--- config.mk ---
export PLATFORM = sky130hd
export DESIGN_NAME = fid_continuity_mon
export DESIGN_NICKNAME = d
export VERILOG_FILES = /design/src/rtl/fid_mon_pkg.sv /design/src/rtl/fid_seq_tracker.sv /design/src/rtl/fid_ts_table.sv /design/src/rtl/fid_evt_counters.sv /design/src/rtl/fid_snapshot.sv /design/src/rtl/fid_continuity_mon.sv
export SDC_FILE = /design/constraint.sdc
export NUM_CORES = 1
export LEC_CHECK = 0
export BUFFER_PORTS_ARGS = -buffer_cell sky130_fd_sc_hd__buf_4
export CORE_MARGIN = 2
export CORE_UTILIZATION = 31
export CTS_CLUSTER_DIAMETER = 30
export CTS_CLUSTER_SIZE = 24
export DETAILED_ROUTE_END_ITERATION = 8
export GPL_TIMING_DRIVEN = 0
export PLACE_DENSITY_LB_ADDON = 0.08
export SLEW_MARGIN = 20
export SYNTH_ARGS = -nofsm -noshare
export SYNTH_HDL_FRONTEND = slang
export SYNTH_SLANG_ARGS = --single-unit
--- constraint.sdc ---
create_clock -name clk -period 6.1 [get_ports clk]
set_input_delay 0.305 -clock clk [delete_from_list [all_inputs] [get_ports clk]]
set_output_delay 0.305 -clock clk [all_outputs]
set_load 0.1 [all_outputs]
--- src/rtl/fid_mon_pkg.sv ---
package fid_mon_pkg;

    typedef enum logic [1:0] {
        K_INORDER = 2'd0,
        K_GAP     = 2'd1,
        K_DUP     = 2'd2,
        K_REORD   = 2'd3
    } kind_e;

    typedef enum logic {
        TRK_WAIT_FIRST = 1'b0,
        TRK_RUN        = 1'b1
    } trk_state_e;

    typedef enum logic {
        SNP_ARMED = 1'b0,
        SNP_HELD  = 1'b1
    } snp_state_e;

    localparam int NUM_CNT = 3;
    localparam int CI_GAP  = 0;
    localparam int CI_DUP  = 1;
    localparam int CI_REO  = 2;

endpackage

--- src/rtl/fid_seq_tracker.sv ---
module fid_seq_tracker
    import fid_mon_pkg::*;
#(
    parameter int ID_W = 16
) (
    input  logic            clk,
    input  logic            rst_n,
    input  logic            in_valid,
    input  logic [ID_W-1:0] in_id,
    output kind_e           kind,
    output logic [ID_W-1:0] drop_n,
    output logic [ID_W-1:0] exp_id
);

    localparam logic [ID_W-1:0] ONE = ID_W'(1);

    trk_state_e      st_q, st_d;
    logic [ID_W-1:0] last_q, last_d;
    logic [ID_W-1:0] diff;

    always_ff @(posedge clk or negedge rst_n) begin
        if (!rst_n) begin
            st_q   <= TRK_WAIT_FIRST;
            last_q <= '0;
        end else begin
            st_q   <= st_d;
            last_q <= last_d;
        end
    end

    always_comb begin
        diff   = in_id - last_q;
        exp_id = last_q + ONE;
        drop_n = '0;
        kind   = K_INORDER;
        st_d   = st_q;
        last_d = last_q;
        unique case (st_q)
            TRK_WAIT_FIRST: begin
                if (in_valid) begin
                    st_d   = TRK_RUN;
                    last_d = in_id;
                end
            end
            TRK_RUN: begin
                if (diff == '0) begin
                    kind = K_DUP;
                end else if (diff[ID_W-1]) begin
                    kind = K_REORD;
                end else if (diff == ONE) begin
                    kind = K_INORDER;
                    if (in_valid) last_d = in_id;
                end else begin
                    kind   = K_GAP;
                    drop_n = diff - ONE;
                    if (in_valid) last_d = in_id;
                end
            end
            default: st_d = TRK_WAIT_FIRST;
        endcase
    end

endmodule

--- src/rtl/fid_ts_table.sv ---
module fid_ts_table #(
    parameter int ID_W = 16,
    parameter int TS_W = 32,
    parameter int AW   = 4
) (
    input  logic            clk,
    input  logic            rst_n,
    input  logic            wr_en,
    input  logic [ID_W-1:0] wr_id,
    input  logic [TS_W-1:0] wr_ts,
    input  logic            rd_en,
    input  logic [ID_W-1:0] rd_id,
    input  logic [TS_W-1:0] rd_ts,
    output logic            lat_valid,
    output logic [TS_W-1:0] lat_val
);

    localparam int DEPTH = 1 << AW;
    localparam int TAG_W = ID_W - AW;

    logic [TS_W-1:0]  ts_mem  [DEPTH];
    logic [TAG_W-1:0] tag_mem [DEPTH];
    logic             vld_mem [DEPTH];

    logic [AW-1:0]    wr_idx, rd_idx;
    logic [TAG_W-1:0] wr_tag, rd_tag;
    logic             hit;

    assign wr_idx = wr_id[AW-1:0];
    assign wr_tag = wr_id[ID_W-1:AW];
    assign rd_idx = rd_id[AW-1:0];
    assign rd_tag = rd_id[ID_W-1:AW];

    for (genvar e = 0; e < DEPTH; e++) begin : g_slot
        always_ff @(posedge clk or negedge rst_n) begin
            if (!rst_n) begin
                vld_mem[e] <= 1'b0;
                tag_mem[e] <= '0;
                ts_mem[e]  <= '0;
            end else if (wr_en && (wr_idx == AW'(e))) begin
                vld_mem[e] <= 1'b1;
                tag_mem[e] <= wr_tag;
                ts_mem[e]  <= wr_ts;
            end
        end
    end

    assign hit = vld_mem[rd_idx] && (tag_mem[rd_idx] == rd_tag);

    always_ff @(posedge clk or negedge rst_n) begin
        if (!rst_n) begin
            lat_valid <= 1'b0;
            lat_val   <= '0;
        end else begin
            lat_valid <= rd_en && hit;
            if (rd_en) lat_val <= rd_ts - ts_mem[rd_idx];
        end
    end

endmodule

--- src/rtl/fid_evt_counters.sv ---
module fid_evt_counters
    import fid_mon_pkg::*;
#(
    parameter int CNT_W = 16,
    parameter int ID_W  = 16
) (
    input  logic             clk,
    input  logic             rst_n,
    input  logic             clear,
    input  logic             ev_valid,
    input  kind_e            kind,
    input  logic [ID_W-1:0]  drop_n,
    output logic [CNT_W-1:0] gap_cnt,
    output logic [CNT_W-1:0] dup_cnt,
    output logic [CNT_W-1:0] reord_cnt
);

    localparam int SUM_W = ((CNT_W > ID_W) ? CNT_W : ID_W) + 1;
    localparam logic [SUM_W-1:0] CAP = {{(SUM_W-CNT_W){1'b0}}, {CNT_W{1'b1}}};

    logic [SUM_W-1:0] inc   [NUM_CNT];
    logic [CNT_W-1:0] cnt_q [NUM_CNT];

    always_comb begin
        inc[CI_GAP] = (ev_valid && kind == K_GAP)   ? SUM_W'(drop_n) : '0;
        inc[CI_DUP] = (ev_valid && kind == K_DUP)   ? SUM_W'(1)      : '0;
        inc[CI_REO] = (ev_valid && kind == K_REORD) ? SUM_W'(1)      : '0;
    end

    for (genvar i = 0; i < NUM_CNT; i++) begin : g_cnt
        logic [SUM_W-1:0] sum_w;
        assign sum_w = SUM_W'(cnt_q[i]) + inc[i];
        always_ff @(posedge clk or negedge rst_n) begin
            if (!rst_n)            cnt_q[i] <= '0;
            else if (clear)        cnt_q[i] <= '0;
            else if (sum_w > CAP)  cnt_q[i] <= '1;
            else                   cnt_q[i] <= sum_w[CNT_W-1:0];
        end
    end

    assign gap_cnt   = cnt_q[CI_GAP];
    assign dup_cnt   = cnt_q[CI_DUP];
    assign reord_cnt = cnt_q[CI_REO];

endmodule

--- src/rtl/fid_snapshot.sv ---
module fid_snapshot
    import fid_mon_pkg::*;
#(
    parameter int ID_W = 16,
    parameter int TS_W = 32
) (
    input  logic            clk,
    input  logic            rst_n,
    input  logic            clear,
    input  logic            ev_valid,
    input  kind_e           kind,
    input  logic [ID_W-1:0] exp_id,
    input  logic [ID_W-1:0] got_id,
    input  logic [TS_W-1:0] ts,
    output logic            snap_valid,
    output logic [1:0]      snap_kind,
    output logic [ID_W-1:0] snap_exp_id,
    output logic [ID_W-1:0] snap_got_id,
    output logic [TS_W-1:0] snap_ts
);

    snp_state_e st_q, st_d;
    logic       cap;

    always_ff @(posedge clk or negedge rst_n) begin
        if (!rst_n) st_q <= SNP_ARMED;
        else        st_q <= st_d;
    end

    always_comb begin
        st_d = st_q;
        cap  = 1'b0;
        unique case (st_q)
            SNP_ARMED: begin
                if (!clear && ev_valid && kind != K_INORDER) begin
                    cap  = 1'b1;
                    st_d = SNP_HELD;
                end
            end
            SNP_HELD: begin
                if (clear) st_d = SNP_ARMED;
            end
            default: st_d = SNP_ARMED;
        endcase
    end

    always_ff @(posedge clk or negedge rst_n) begin
        if (!rst_n) begin
            snap_kind   <= '0;
            snap_exp_id <= '0;
            snap_got_id <= '0;
            snap_ts     <= '0;
        end else if (clear) begin
            snap_kind   <= '0;
            snap_exp_id <= '0;
            snap_got_id <= '0;
            snap_ts     <= '0;
        end else if (cap) begin
            snap_kind   <= kind;
            snap_exp_id <= exp_id;
            snap_got_id <= got_id;
            snap_ts     <= ts;
        end
    end

    assign snap_valid = (st_q == SNP_HELD);

endmodule

--- src/rtl/fid_continuity_mon.sv ---
module fid_continuity_mon
    import fid_mon_pkg::*;
#(
    parameter int ID_W    = 16,
    parameter int TS_W    = 32,
    parameter int CNT_W   = 16,
    parameter int TAB_AW  = 4
) (
    input  logic             clk,
    input  logic             rst_n,
    input  logic             clear,
    input  logic             ent_valid,
    input  logic [ID_W-1:0]  ent_id,
    input  logic [TS_W-1:0]  ent_ts,
    input  logic             out_valid,
    input  logic [ID_W-1:0]  out_id,
    input  logic [TS_W-1:0]  out_ts,
    output logic             frm_done,
    output logic [1:0]       frm_kind,
    output logic             lat_valid,
    output logic [TS_W-1:0]  lat_ticks,
    output logic [CNT_W-1:0] gap_cnt,
    output logic [CNT_W-1:0] dup_cnt,
    output logic [CNT_W-1:0] reord_cnt,
    output logic             clean,
    output logic             snap_valid,
    output logic [1:0]       snap_kind,
    output logic [ID_W-1:0]  snap_exp_id,
    output logic [ID_W-1:0]  snap_got_id,
    output logic [TS_W-1:0]  snap_ts
);

    kind_e           cls_kind;
    logic [ID_W-1:0] cls_drop;
    logic [ID_W-1:0] cls_exp;

    fid_seq_tracker #(.ID_W(ID_W)) u_trk (
        .clk      (clk),
        .rst_n    (rst_n),
        .in_valid (out_valid),
        .in_id    (out_id),
        .kind     (cls_kind),
        .drop_n   (cls_drop),
        .exp_id   (cls_exp)
    );

    fid_ts_table #(.ID_W(ID_W), .TS_W(TS_W), .AW(TAB_AW)) u_tab (
        .clk       (clk),
        .rst_n     (rst_n),
        .wr_en     (ent_valid),
        .wr_id     (ent_id),
        .wr_ts     (ent_ts),
        .rd_en     (out_valid),
        .rd_id     (out_id),
        .rd_ts     (out_ts),
        .lat_valid (lat_valid),
        .lat_val   (lat_ticks)
    );

    fid_evt_counters #(.CNT_W(CNT_W), .ID_W(ID_W)) u_cnt (
        .clk       (clk),
        .rst_n     (rst_n),
        .clear     (clear),
        .ev_valid  (out_valid),
        .kind      (cls_kind),
        .drop_n    (cls_drop),
        .gap_cnt   (gap_cnt),
        .dup_cnt   (dup_cnt),
        .reord_cnt (reord_cnt)
    );

    fid_snapshot #(.ID_W(ID_W), .TS_W(TS_W)) u_snp (
        .clk         (clk),
        .rst_n       (rst_n),
        .clear       (clear),
        .ev_valid    (out_valid),
        .kind        (cls_kind),
        .exp_id      (cls_exp),
        .got_id      (out_id),
        .ts          (out_ts),
        .snap_valid  (snap_valid),
        .snap_kind   (snap_kind),
        .snap_exp_id (snap_exp_id),
        .snap_got_id (snap_got_id),
        .snap_ts     (snap_ts)
    );

    always_ff @(posedge clk or negedge rst_n) begin
        if (!rst_n) begin
            frm_done <= 1'b0;
            frm_kind <= '0;
        end else begin
            frm_done <= out_valid;
            if (out_valid) frm_kind <= cls_kind;
        end
    end

    assign clean = (gap_cnt == '0) && (dup_cnt == '0) && (reord_cnt == '0);

endmodule

# --- Yosys cells after proc, flatten, opt, wreduce, memory -nomap -nowiden ---
# Index checks and enable logic that the tools add are counted.
# W data, S select, Z words.
classes:
  add_sub_neg: 7
  magnitude_cmp: 4
  eq_ne: 22
  n_mux: 44
  bitwise: 3
  reduce_logical: 34
ops:
  columns: ["cell", "n"]
  rows:
  - ["$mux W16", 18]
  - ["$bmux W32 S4", 1]
  - ["$mux W32", 4]
  - ["$logic_not A16 Y1", 4]
  - ["$add A16 B17 Y17", 3]
  - ["$gt A17 B16 Y1 const B", 3]
  - ["$bmux W12 S4", 1]
  - ["$eq A4 B4 Y1 const B", 8]
  - ["$pmux W16 S2", 1]
  - ["$sub A32 B32 Y32", 1]
  - ["$logic_and A1 B1 Y1", 25]
  - ["$mux W12", 2]
  - ["$add A16 B1 Y16 const B", 1]
  - ["$eq A16 B1 Y1 const B", 1]
  - ["$eq A4 B3 Y1 const B", 4]
  - ["$sub A16 B1 Y16 const B", 1]
  - ["$sub A16 B16 Y16", 1]
  - ["$eq A12 B12 Y1", 1]
  - ["$mux W1", 10]
  - ["$mux W2", 5]
  - ["$eq A4 B2 Y1 const B", 2]
  - ["$ge A5 B5 Y1 const B", 1]
  - ["$not A4 Y5", 1]
  - ["$bmux W1 S4", 1]
  - ["other kinds (10)", 14]
word_totals:
  register_bits: 888
  in_bits: 101
  output_inout_bits: 152
  elab_cells: 176

# --- Longest topological paths before layout ---
# Gate-level depths: netlist of the first run.
logic_depth:
  word_depth: 13
  mapped_depth: 28
  ltp_nobuf: 22

# --- Cells and area by module ---
# Synthesis of the first run repeated with hierarchy kept, for this count alone.
unflattened:
  hier_cells: 3041
  area_unflattened_um2: 43230.2
by_module_without_submodules:
  columns: ["mod", "instances", "cells_each", "area_per_inst_um2", "seq_area_each_um2"]
  rows:
  - ["fid_ts_table", 1, 2246, 35051.1, 18843.1]
  - ["fid_evt_counters", 1, 328, 3007.9, 1201.2]
  - ["fid_snapshot", 1, 155, 2542.4, 1676.6]
  - ["fid_seq_tracker", 1, 291, 2421.1, 425.4]
  - ["fid_continuity_mon", 1, 21, 207.7, 75.1]

# --- Least setup slack after synthesis of the first run ---
# Ideal clock, no wire load.
synth_path:
  path_type: "input port to flip-flop"
  from: "input out_id[0]"
  to: "register u_cnt.cnt_q, in the netlist u_cnt.gap_cnt[10]"
  setup_time_ns: 0.137
  arrival_ns: 6.945
  required_ns: 5.963
  slack_ns: -0.982
  cell_stages: 27
  n_path_buf: 6
  path_cell_list: "buf_2 -> buf_2 -> buf_2 -> buf_1 -> inv_1 -> ha_1 -> fa_1 -> nand2b_1 -> a2111oi_0 -> o21ai_0 -> a2111oi_4 -> nand3_4 -> o31ai_2 -> clkbuf_1 -> nor2_1 -> ha_1 -> inv_1 -> fa_1 -> nor2b_1 -> o31a_1 -> o211ai_1 -> nand2_1 -> a211oi_1 -> o31ai_1 -> a221oi_1 -> clkbuf_1 -> a21oi_1"
synth_via:
  elab_chain_len: 13
  elab_cells_between_ends: 19
  cone_classes: "add/sub (3); order compare (1); eq/ne (2); mux (11); reduce/logical (2)"
synth_lines:
  columns: ["item", "line_no", "rtl"]
  rows:
  - ["start, declared", "fid_continuity_mon.sv:16", "input logic [ID_W-1:0] out_id,"]
  - ["$sub A16 B16 Y16 (*)", "fid_seq_tracker.sv:32", "diff = in_id - last_q;"]
  - ["branches (longest 7 deep; another with $sub A16 B1 Y16)", null, null]
  - ["$mux W16 (*)", "fid_evt_counters.sv:25", "inc[CI_GAP] = (ev_valid && kind == K_GAP) ? SUM_W'(drop_n) : '0;"]
  - ["$add A16 B17 Y17 (*)", "fid_evt_counters.sv:32", "assign sum_w = SUM_W'(cnt_q[i]) + inc[i];"]
  - ["$gt A17 B16 Y1", "fid_evt_counters.sv:36", "else if (sum_w > CAP) cnt_q[i] <= '1;"]
  - ["$mux W16 (*)", "fid_evt_counters.sv:36", null]
  - ["$mux W16 (*)", "fid_evt_counters.sv:35", "else if (clear) cnt_q[i] <= '0;"]
  - ["end signal, assigned by index", "fid_evt_counters.sv:37", "else cnt_q[i] <= sum_w[CNT_W-1:0];"]
  - ["end, declared", "fid_evt_counters.sv:22", "logic [CNT_W-1:0] cnt_q [NUM_CNT];"]
# Mark *: on every way between the ends.
# A chain may end at the register's enable or synchronous reset.

# --- Worst setup path after layout of the first run ---
layout_path:
  from: "register u_trk.last_q[0]"
  to: "register u_cnt.cnt_q, in the netlist u_cnt.gap_cnt[8]"
layout_via:
  elab_chain_len: 13
  elab_cells_between_ends: 19
  cone_classes: "add/sub (3); order compare (1); eq/ne (2); mux (11); reduce/logical (2)"
layout_lines:
  columns: ["item", "line_no", "rtl"]
  rows:
  - ["start, declared", "fid_seq_tracker.sv:18", "logic [ID_W-1:0] last_q, last_d;"]
  - ["start signal, assigned", "fid_seq_tracker.sv:27", "last_q <= last_d;"]
  - ["$sub A16 B16 Y16 (*)", "fid_seq_tracker.sv:32", null]
  - ["branches (longest 7 deep; another with $sub A16 B1 Y16)", null, null]
  - ["$mux W16 (*)", "fid_evt_counters.sv:25", null]
  - ["$add A16 B17 Y17 (*)", "fid_evt_counters.sv:32", null]
  - ["$gt A17 B16 Y1", "fid_evt_counters.sv:36", null]
  - ["$mux W16 (*)", "fid_evt_counters.sv:36", null]
  - ["$mux W16 (*)", "fid_evt_counters.sv:35", null]
# Marks and branches as above.

==> results of run 1 <==
==> per-layer routing <==
| metal | up-vias | global-route usage [%] |
|---|---|---|
| met5 | - | 0 |
| met3 | 256 | 4.01 |
| met2 | 721 | 33.2 |
| li1 | 12460 | - |
| met4 | 16 | 6.27 |
| met1 | 15095 | 25.7 |
==> final cells by class <==
cell class / count / area [um^2]
fill: 12682 / 81000
sequential: 888 / 22200
multi-input combinational: 1857 / 19700
clock buffer: 318 / 6540
timing repair buffer: 361 / 3110
tap: 1794 / 2240
clock inverter: 106 / 1570
buffer: 203 / 905
inverter: 87 / 327
antenna: 1 / 2.50
==> timing repair <==
item	4_1_cts	5_1_grt
gates cloned	0	1
gates resized for setup	9	27
buffers inserted	2	7
endpoints found under the setup margin	44	28
endpoints found under the hold margin	468	0
hold buffers	92	0
pin swaps	2	5
==> worst max-delay path: stages (launching register included) <==
cell	delay [ns]
dfrtp_2	0.48
ha_1	0.25
fa_1	0.43
nand2b_1	0.23
a21o_1	0.25
a21oi_1	0.21
xor2_1	0.18
a2111oi_4	0.34
buf_4	0.20
nand3_4	0.15
o31ai_4	0.35
buf_4	0.22
nor2_1	0.07
ha_1	0.19
inv_1	0.07
fa_1	0.20
nor2b_1	0.07
o31a_1	0.27
o211ai_1	0.16
nand2_1	0.13
a211oi_2	0.34
o31ai_2	0.17
a221oi_2	0.36
buf_4	0.22
a21oi_1	0.07
==> kinds of logic after synthesis <==
family | share of synthesized area, %
AO/OA/AOI/OAI | 3.89
adder cells (fa/ha/maj) | 2.18
multiplexers | 32.5
flip-flops | 51.7
XOR/XNOR | 1.93
AND/OR/NAND/NOR | 5.16
buffers and inverters | 2.67
==> cells in the mapped netlist (17+ instances only) <==
| library cell | count | share of area [%] |
|---|---|---|
| nor2_1 | 81 | 0.71 |
| nor2b_1 | 41 | 0.60 |
| mux4_2 | 224 | 12 |
| nor3_1 | 32 | 0.37 |
| nand2b_1 | 51 | 0.74 |
| and3_1 | 18 | 0.26 |
| or3_1 | 18 | 0.26 |
| ha_1 | 70 | 2.0 |
| o21a_1 | 21 | 0.37 |
| mux2i_1 | 46 | 1.1 |
| xor2_1 | 28 | 0.57 |
| a21o_1 | 22 | 0.38 |
| xnor2_1 | 67 | 1.4 |
| dfrtp_1 | 888 | 52 |
| mux2_1 | 19 | 0.50 |
| nor4_1 | 17 | 0.25 |
| clkbuf_1 | 155 | 1.4 |
| a21oi_1 | 92 | 1.1 |
| buf_1 | 31 | 0.27 |
| mux2_2 | 734 | 19 |
| nand4_1 | 19 | 0.28 |
| nand2_1 | 63 | 0.55 |
| nand3_1 | 32 | 0.37 |
| inv_1 | 87 | 0.76 |
| o21ai_0 | 27 | 0.31 |
==> state kept, by name, summed over array words and instances (netlist names) <==
signal	count
u_tab.ts_mem	512
u_tab.tag_mem	192
u_snp.snap_ts	32
u_tab.lat_val	32
u_cnt.dup_cnt	16
u_cnt.gap_cnt	16
u_cnt.reord_cnt	16
u_snp.snap_exp_id	16
u_snp.snap_got_id	16
u_tab.vld_mem	16
u_trk.last_q	16
frm_kind	2
u_snp.snap_kind	2
frm_done	1
u_snp.snap_valid	1
u_tab.lat_valid	1
u_trk.st_q	1
==> worst max-delay path by stage <==
stage                                start                             to  slack (ns)  cells after the start
6_report       u_trk.last_q[0]$_DFFE_PN0P_     u_cnt.gap_cnt[8]$_DFF_PN0_        0.34                     24
2_1_floorplan                    out_id[0]     u_cnt.gap_cnt[4]$_DFF_PN0_        0.06                     28
5_1_grt        u_trk.last_q[0]$_DFFE_PN0P_     u_cnt.gap_cnt[8]$_DFF_PN0_       -0.04                     24
3_3_place_gp                         rst_n  u_tab.ts_mem[400]$_DFFE_PN0P_       -5.67                      1
4_1_cts        u_trk.last_q[0]$_DFFE_PN0P_     u_cnt.gap_cnt[8]$_DFF_PN0_        0.03                     23
3_5_place_dp                     out_id[1]     u_cnt.gap_cnt[8]$_DFF_PN0_       -2.07                     23
==> layout by cell type, fill, tap and decap left out, types with 19 or more instances in the layout <==
cell / count
xnor2_1: 67
a21oi_1: 91
nand4_1: 19
mux4_2: 224
o21a_1: 21
nor3_1: 32
mux2_1: 19
inv_1: 87
nor2_1: 74
bufinv_16: 33
xor2_1: 28
dlygate4sd3_1: 92
mux2i_1: 46
nor2b_1: 41
o21ai_0: 26
nand2_1: 63
nand3_1: 32
dfrtp_1: 887
clkbuf_16: 231
clkinv_2: 44
clkbuf_1: 180
nand2b_1: 51
buf_4: 265
ha_1: 70
a21o_1: 22
mux2_2: 734
clkbuf_8: 43
==> where the power goes <==
group	internal, mW	leakage [nW]	switching (mW)
clock	8.76	3.95	3.66
combinational	2.94	9.83	4.34
sequential	7.28	11.0	0.773
total	19.0	24.8	8.78
==> per-stage QoR <==
stage	worst slack, ns	cell area [um^2]	total power [mW]	hold slack (ns)	util [%]
2_1_floorplan	0.0584	43100	13.2	0.00941	-
3_3_place_gp	-5.67	47200	15.1	0.428	34.3
3_5_place_dp	-2.07	47400	15.3	0.434	34.5
4_1_cts	0.0297	56500	28.0	0.141	41.0
5_1_grt	-0.0419	56600	29.0	0.199	41.1
6_report	0.335	56600	27.8	0.213	41.1
==> run_results.csv, run 1 <==
group,metric,value,unit
run_status,status,"completed",
clock_network,cts_buffer_depth,3,
global_route,grt_max_degree,152,
global_route,grt-ovfl-total,0,
routing,vias_per_cell,5.08,
routing,vias,28548,
routing,dr.pass1.iters,5,
floorplanning,die_w,377,um
routing,ant_nets,0,
routing,drt_iter0_drc,1477,
timing,fin_crit_sh,94.5,%
routing,drt-wirelength-per-cell,24.8,um
synthesis,syn_avg_cell_area,14.2,um^2
timing,clock_skew,0.0494,ns
critical_path,start_kind,"register",
synthesis,synth_ff_type,"dfrtp_1",
cells_and_area,areaGrowthSynthToFinish,31.7,%
critical_path,crit_required,6.76,ns
power,powerDensity,490,mW/mm^2
clock_network,htree_num_levels,4,
routing,wl_met2,67900,um
timing,clock.fmax,0.173,GHz
routing,dr_wl_met3,6130,um
timing,worstMarginPinSlew,1.19,ns
timing,period_minus_slack,5.76,ns
worst_hold_path,hold_end,"frm_done$_DFF_PN0_",
critical_path,worst_ep_arrival_time,6.42,ns
power,vdd_ir_drop_max,0.254,mV
global_route,grt_pass1_wl,208000,um
synthesis,ys_seq_area_share,51.7,%
worst_hold_path,hp-start,"out_valid",
global_route,grt_use_total,19.8,%
synthesis,syn_area,0.0430,mm^2
clock_network,tritoncts,"done",
synthesis,synth.net_count,3211,
worst_hold_path,hp-class,"in -> reg",
routing,met1_length,61600,um
critical_path,r2r_start,"u_trk.last_q[0]$_DFFE_PN0P_",
critical_path,reg2reg_depth,24,
floorplanning,row_count,136,
timing,setup_tns,0,ns
timing,setup_violations,0,
timing,rsz0062_at_grt,"yes",
floorplanning,start_util,31.2,%
routing,wl,139000,um
critical_path,r2r_slack,0.34,ns
clock_network,root_buffer,"clkbuf_16",
clock_network,worstSkewPairLatency,0.81,ns
critical_path,r2r_end,"u_cnt.gap_cnt[8]$_DFF_PN0_",
placed_design,port_buffers,250,
routing,top_layer,"met5",
critical_path,crit_path_end_kind,"register",
synthesis,yosys_warnings,0,
power,power_leakage,24.8,nW
timing,slew_violations,0,
global_route,antenna_found_initial,13,
floorplanning,die_area,0.142,mm^2
synthesis,synth_edf_count,0,
routing,drc,0,
synthesis,ys_ff_latch,888,
critical_path,path_max_fanout,10,
timing,slew_headroom,20.7,%
placed_design,place_inst,5089,
cells_and_area,drive_above_1_share,44.5,%
clock_network,clock-sinks,888,
cells_and_area,fin_cells,5615,
critical_path,crit_type,"reg -> reg",
floorplanning,die_h,377,um
run,max-cap-violations,0,
synthesis,synth_cells,3037,
floorplanning,core,0.138,mm^2
clock_network,clk_pin_slew_worst_paths,0.04,ns
placed_design,dpl.hpwl,98300,um
timing,hold_viol_final,0,
global_route,first_global_vias,31245,
worst_hold_path,min_path_cells,2,
clock_network,cts-buffers-inserted,228,
placed_design,place.gp.congestion,0.862,
synthesis,ys_types,68,
cells_and_area,fin_nets,3800,
floorplanning,ios,253,
synthesis,synth-async-reset-ratio,100,%
Power figures use the tool's default switching activity.
==> inputs of run 2 (changes only) <==
- RECOVER_POWER: not set -> 100
==> run_results.csv, run 2 (same netlist as run 1, synthesis figures left out) <==
group,metric,value,unit
run,max-cap-violations,1,
run_status,status,"finished, violations left",
cells_and_area,largestRegisters,"u_tab.ts_mem x512, u_tab.tag_mem x192",
cells_and_area,largest_register,"u_tab.ts_mem",
global_route,antenna_found_initial,13,
cells_and_area,finalInstanceArea,0.0559,mm^2
clock_network,htree_num_levels,4,
routing,drt-wirelength-per-cell,24.9,um
critical_path,cp.buffers_inverters,4,
global_route,grt_use_total,19.8,%
clock_network,clock-sinks,888,
critical_path,crit_path_end_kind,"register",
routing,drt_iter0_drc,1404,
power,clkPwrFrac,45.1,%
worst_hold_path,hp-class,"in -> reg",
critical_path,r2r_end,"u_cnt.gap_cnt[8]$_DFF_PN0_",
timing,rsz0062_at_grt,"yes",
cells_and_area,layout_commonest_cell,"dfrtp_1",
floorplanning,start_util,31.2,%
routing,vias_per_cell,5.08,
timing,slew_violations,141,
critical_path,crit_type,"reg -> reg",
worst_hold_path,min_path_cells,3,
power,combinationalPowerShare,25.7,%
timing,slew_headroom,-152,%
critical_path,crit_required,6.76,ns
routing,ant_nets,0,
critical_path,path_max_fanout,10,
clock_network,clk_pin_slew_worst_paths,0.04,ns
timing,worstMarginPinSlew,3.77,ns
timing,setup_violations,0,
routing,vias,28506,
timing,fin_crit_sh,94.6,%
critical_path,r2r_slack,0.33,ns
floorplanning,row_count,136,
critical_path,crit_top_cell,"buf_4",
clock_network,worstSkewPairLatency,0.81,ns
critical_path,worst_ep_arrival_time,6.43,ns
cells_and_area,final_cell_mix,"887 x dfrtp_1, 733 x mux2_2, 363 x clkbuf_1, 231 x clkbuf_16, 224 x mux4_2",
clock_network,cts_buffer_depth,3,
routing,wl,140000,um
power,power_leakage,24.1,nW
run_status,violations,"max-capacitance violations, max-slew violations",
clock_network,tritoncts,"done",
critical_path,r2r_start,"u_trk.last_q[0]$_DFFE_PN0P_",
cells_and_area,fin_nets,3800,
placed_design,dpl.hpwl,98300,um
power,powerDensity,493,mW/mm^2
power,sw_frac_of_total,31.8,%
global_route,grt-ovfl-total,0,
cells_and_area,areaGrowthSynthToFinish,30.0,%
placed_design,place.gp.congestion,0.862,
routing,dr.pass1.iters,5,
floorplanning,core,0.138,mm^2
worst_hold_path,hold_end,"u_snp.snap_ts[31]$_DFFE_PN0P_",
power,p_seq_share,29.2,%
critical_path,start_kind,"register",
power,p_sw,8.78,mW
timing,clock.fmax,0.173,GHz
global_route,first_global_vias,31245,
floorplanning,ios,253,
timing,holdWs,0.234,ns
critical_path,slowest_delay,0.48,ns
cells_and_area,drive_above_1_share,39.8,%
placed_design,place_area,0.0474,mm^2
timing,hold_viol_final,0,
placed_design,port_buffers,250,
critical_path,reg2reg_depth,24,
power,p_int,18.8,mW
floorplanning,die_area,0.142,mm^2
clock_network,cts-buffers-inserted,228,
routing,drc,0,
critical_path,worst_path_max_delay_cell,"dfrtp_2",
global_route,grt_max_degree,152,
critical_path,cp_top_family,"compound AO/OA/AOI/OAI gates",
floorplanning,die_h,377,um
global_route,grt_pass1_wl,208000,um
timing,period_minus_slack,5.77,ns
worst_hold_path,hp-start,"clear",
power,vdd_ir_drop_max,0.253,mV
timing,clock_skew,0.0499,ns
clock_network,root_buffer,"clkbuf_16",
critical_path,cp_cell_sequence,"ha_1 -> fa_1 -> nand2b_1 -> a21o_1 -> a21oi_1 -> xor2_1 -> a2111oi_4 -> buf_4 -> nand3_4 -> o31ai_4 -> buf_4 -> nor2_1 -> ha_1 -> inv_1 -> fa_1 -> nor2b_1 -> o31a_1 -> o211ai_1 -> nand2_1 -> a211oi_2 -> o31ai_2 -> a221oi_2 -> buf_4 -> a21oi_1",
cells_and_area,largest_reg_flops,512,
floorplanning,die_w,377,um
==> run 2: final cells by class <==
type	instances	area (um^2)
Antenna cell	2	5.00
Buffer	203	848
Clock buffer	318	6540
Clock inverter	106	1570
Fill cell	12855	81700
Inverter	87	327
Multi-Input combinational cell	1857	19700
Sequential cell	888	22200
Tap cell	1794	2240
Timing Repair Buffer	361	2470
==> run 2: worst max-delay path by stage <==
| stage | from | endpoint | slack [ns] | cells after the start |
|---|---|---|---|---|
| final | u_trk.last_q[0]$_DFFE_PN0P_ | u_cnt.gap_cnt[8]$_DFF_PN0_ | 0.33 | 24 |
| after global routing | u_trk.last_q[0]$_DFFE_PN0P_ | u_cnt.gap_cnt[8]$_DFF_PN0_ | -0.04 | 24 |
| after CTS | u_trk.last_q[0]$_DFFE_PN0P_ | u_cnt.gap_cnt[8]$_DFF_PN0_ | 0.03 | 23 |
| after detailed placement | out_id[1] | u_cnt.gap_cnt[8]$_DFF_PN0_ | -2.07 | 23 |
| after global placement | rst_n | u_tab.ts_mem[400]$_DFFE_PN0P_ | -5.67 | 1 |
| after floorplan | out_id[0] | u_cnt.gap_cnt[4]$_DFF_PN0_ | 0.06 | 28 |
==> run 2: tightest hold or removal path, cell delays in order <==
cell,delay [ns]
clkbuf_2,0.33
nor2b_1,0.20
mux2_2,0.14
==> run 2: power groups by stage <==
stage	Sequential [mW]	Clock [mW]	Combinational [mW]
after floorplan	9.30	0	3.91
after detailed placement	8.13	0	7.21
after global placement	8.02	0	7.06
after global routing	8.21	13.0	7.60
final	8.05	12.4	7.08
after CTS	8.05	12.7	7.30
==> run 2: through the flow <==
| step | setup WS (ns) | power, mW | std cells | utilization [%] | setup TNS [ns] |
|---|---|---|---|---|---|
| 3_5_place_dp | -2.07 | 15.3 | 5089 | 34.5 | -78.44 |
| 5_1_grt | -0.0419 | 28.8 | 5615 | 40.6 | -0.375 |
| 2_1_floorplan | 0.0584 | 13.2 | 3037 | - | 0 |
| 3_3_place_gp | -5.67 | 15.1 | 5081 | 34.3 | -4890.79 |
| 4_1_cts | 0.0297 | 28.0 | 5605 | 41.0 | 0 |
| 6_report | 0.327 | 27.6 | 5616 | 40.6 | 0 |
==> run 2: layer usage <==
metal,global-route usage (%),vias up,wire [um]
li1,-,12437,-
met5,0,-,112
met1,25.7,15108,61800
met3,4.01,244,6120
met4,6.27,16,3480
met2,33.2,701,68100
==> run 2: timing repair <==
item                                   4_1_cts  5_1_grt
setup endpoints to repair                   44       28
pin swaps                                    2        5
endpoints found under the hold margin      468        0
buffers inserted                             2        7
gates cloned                                 0        1
gates resized for setup                      9       27
hold buffers                                92        0
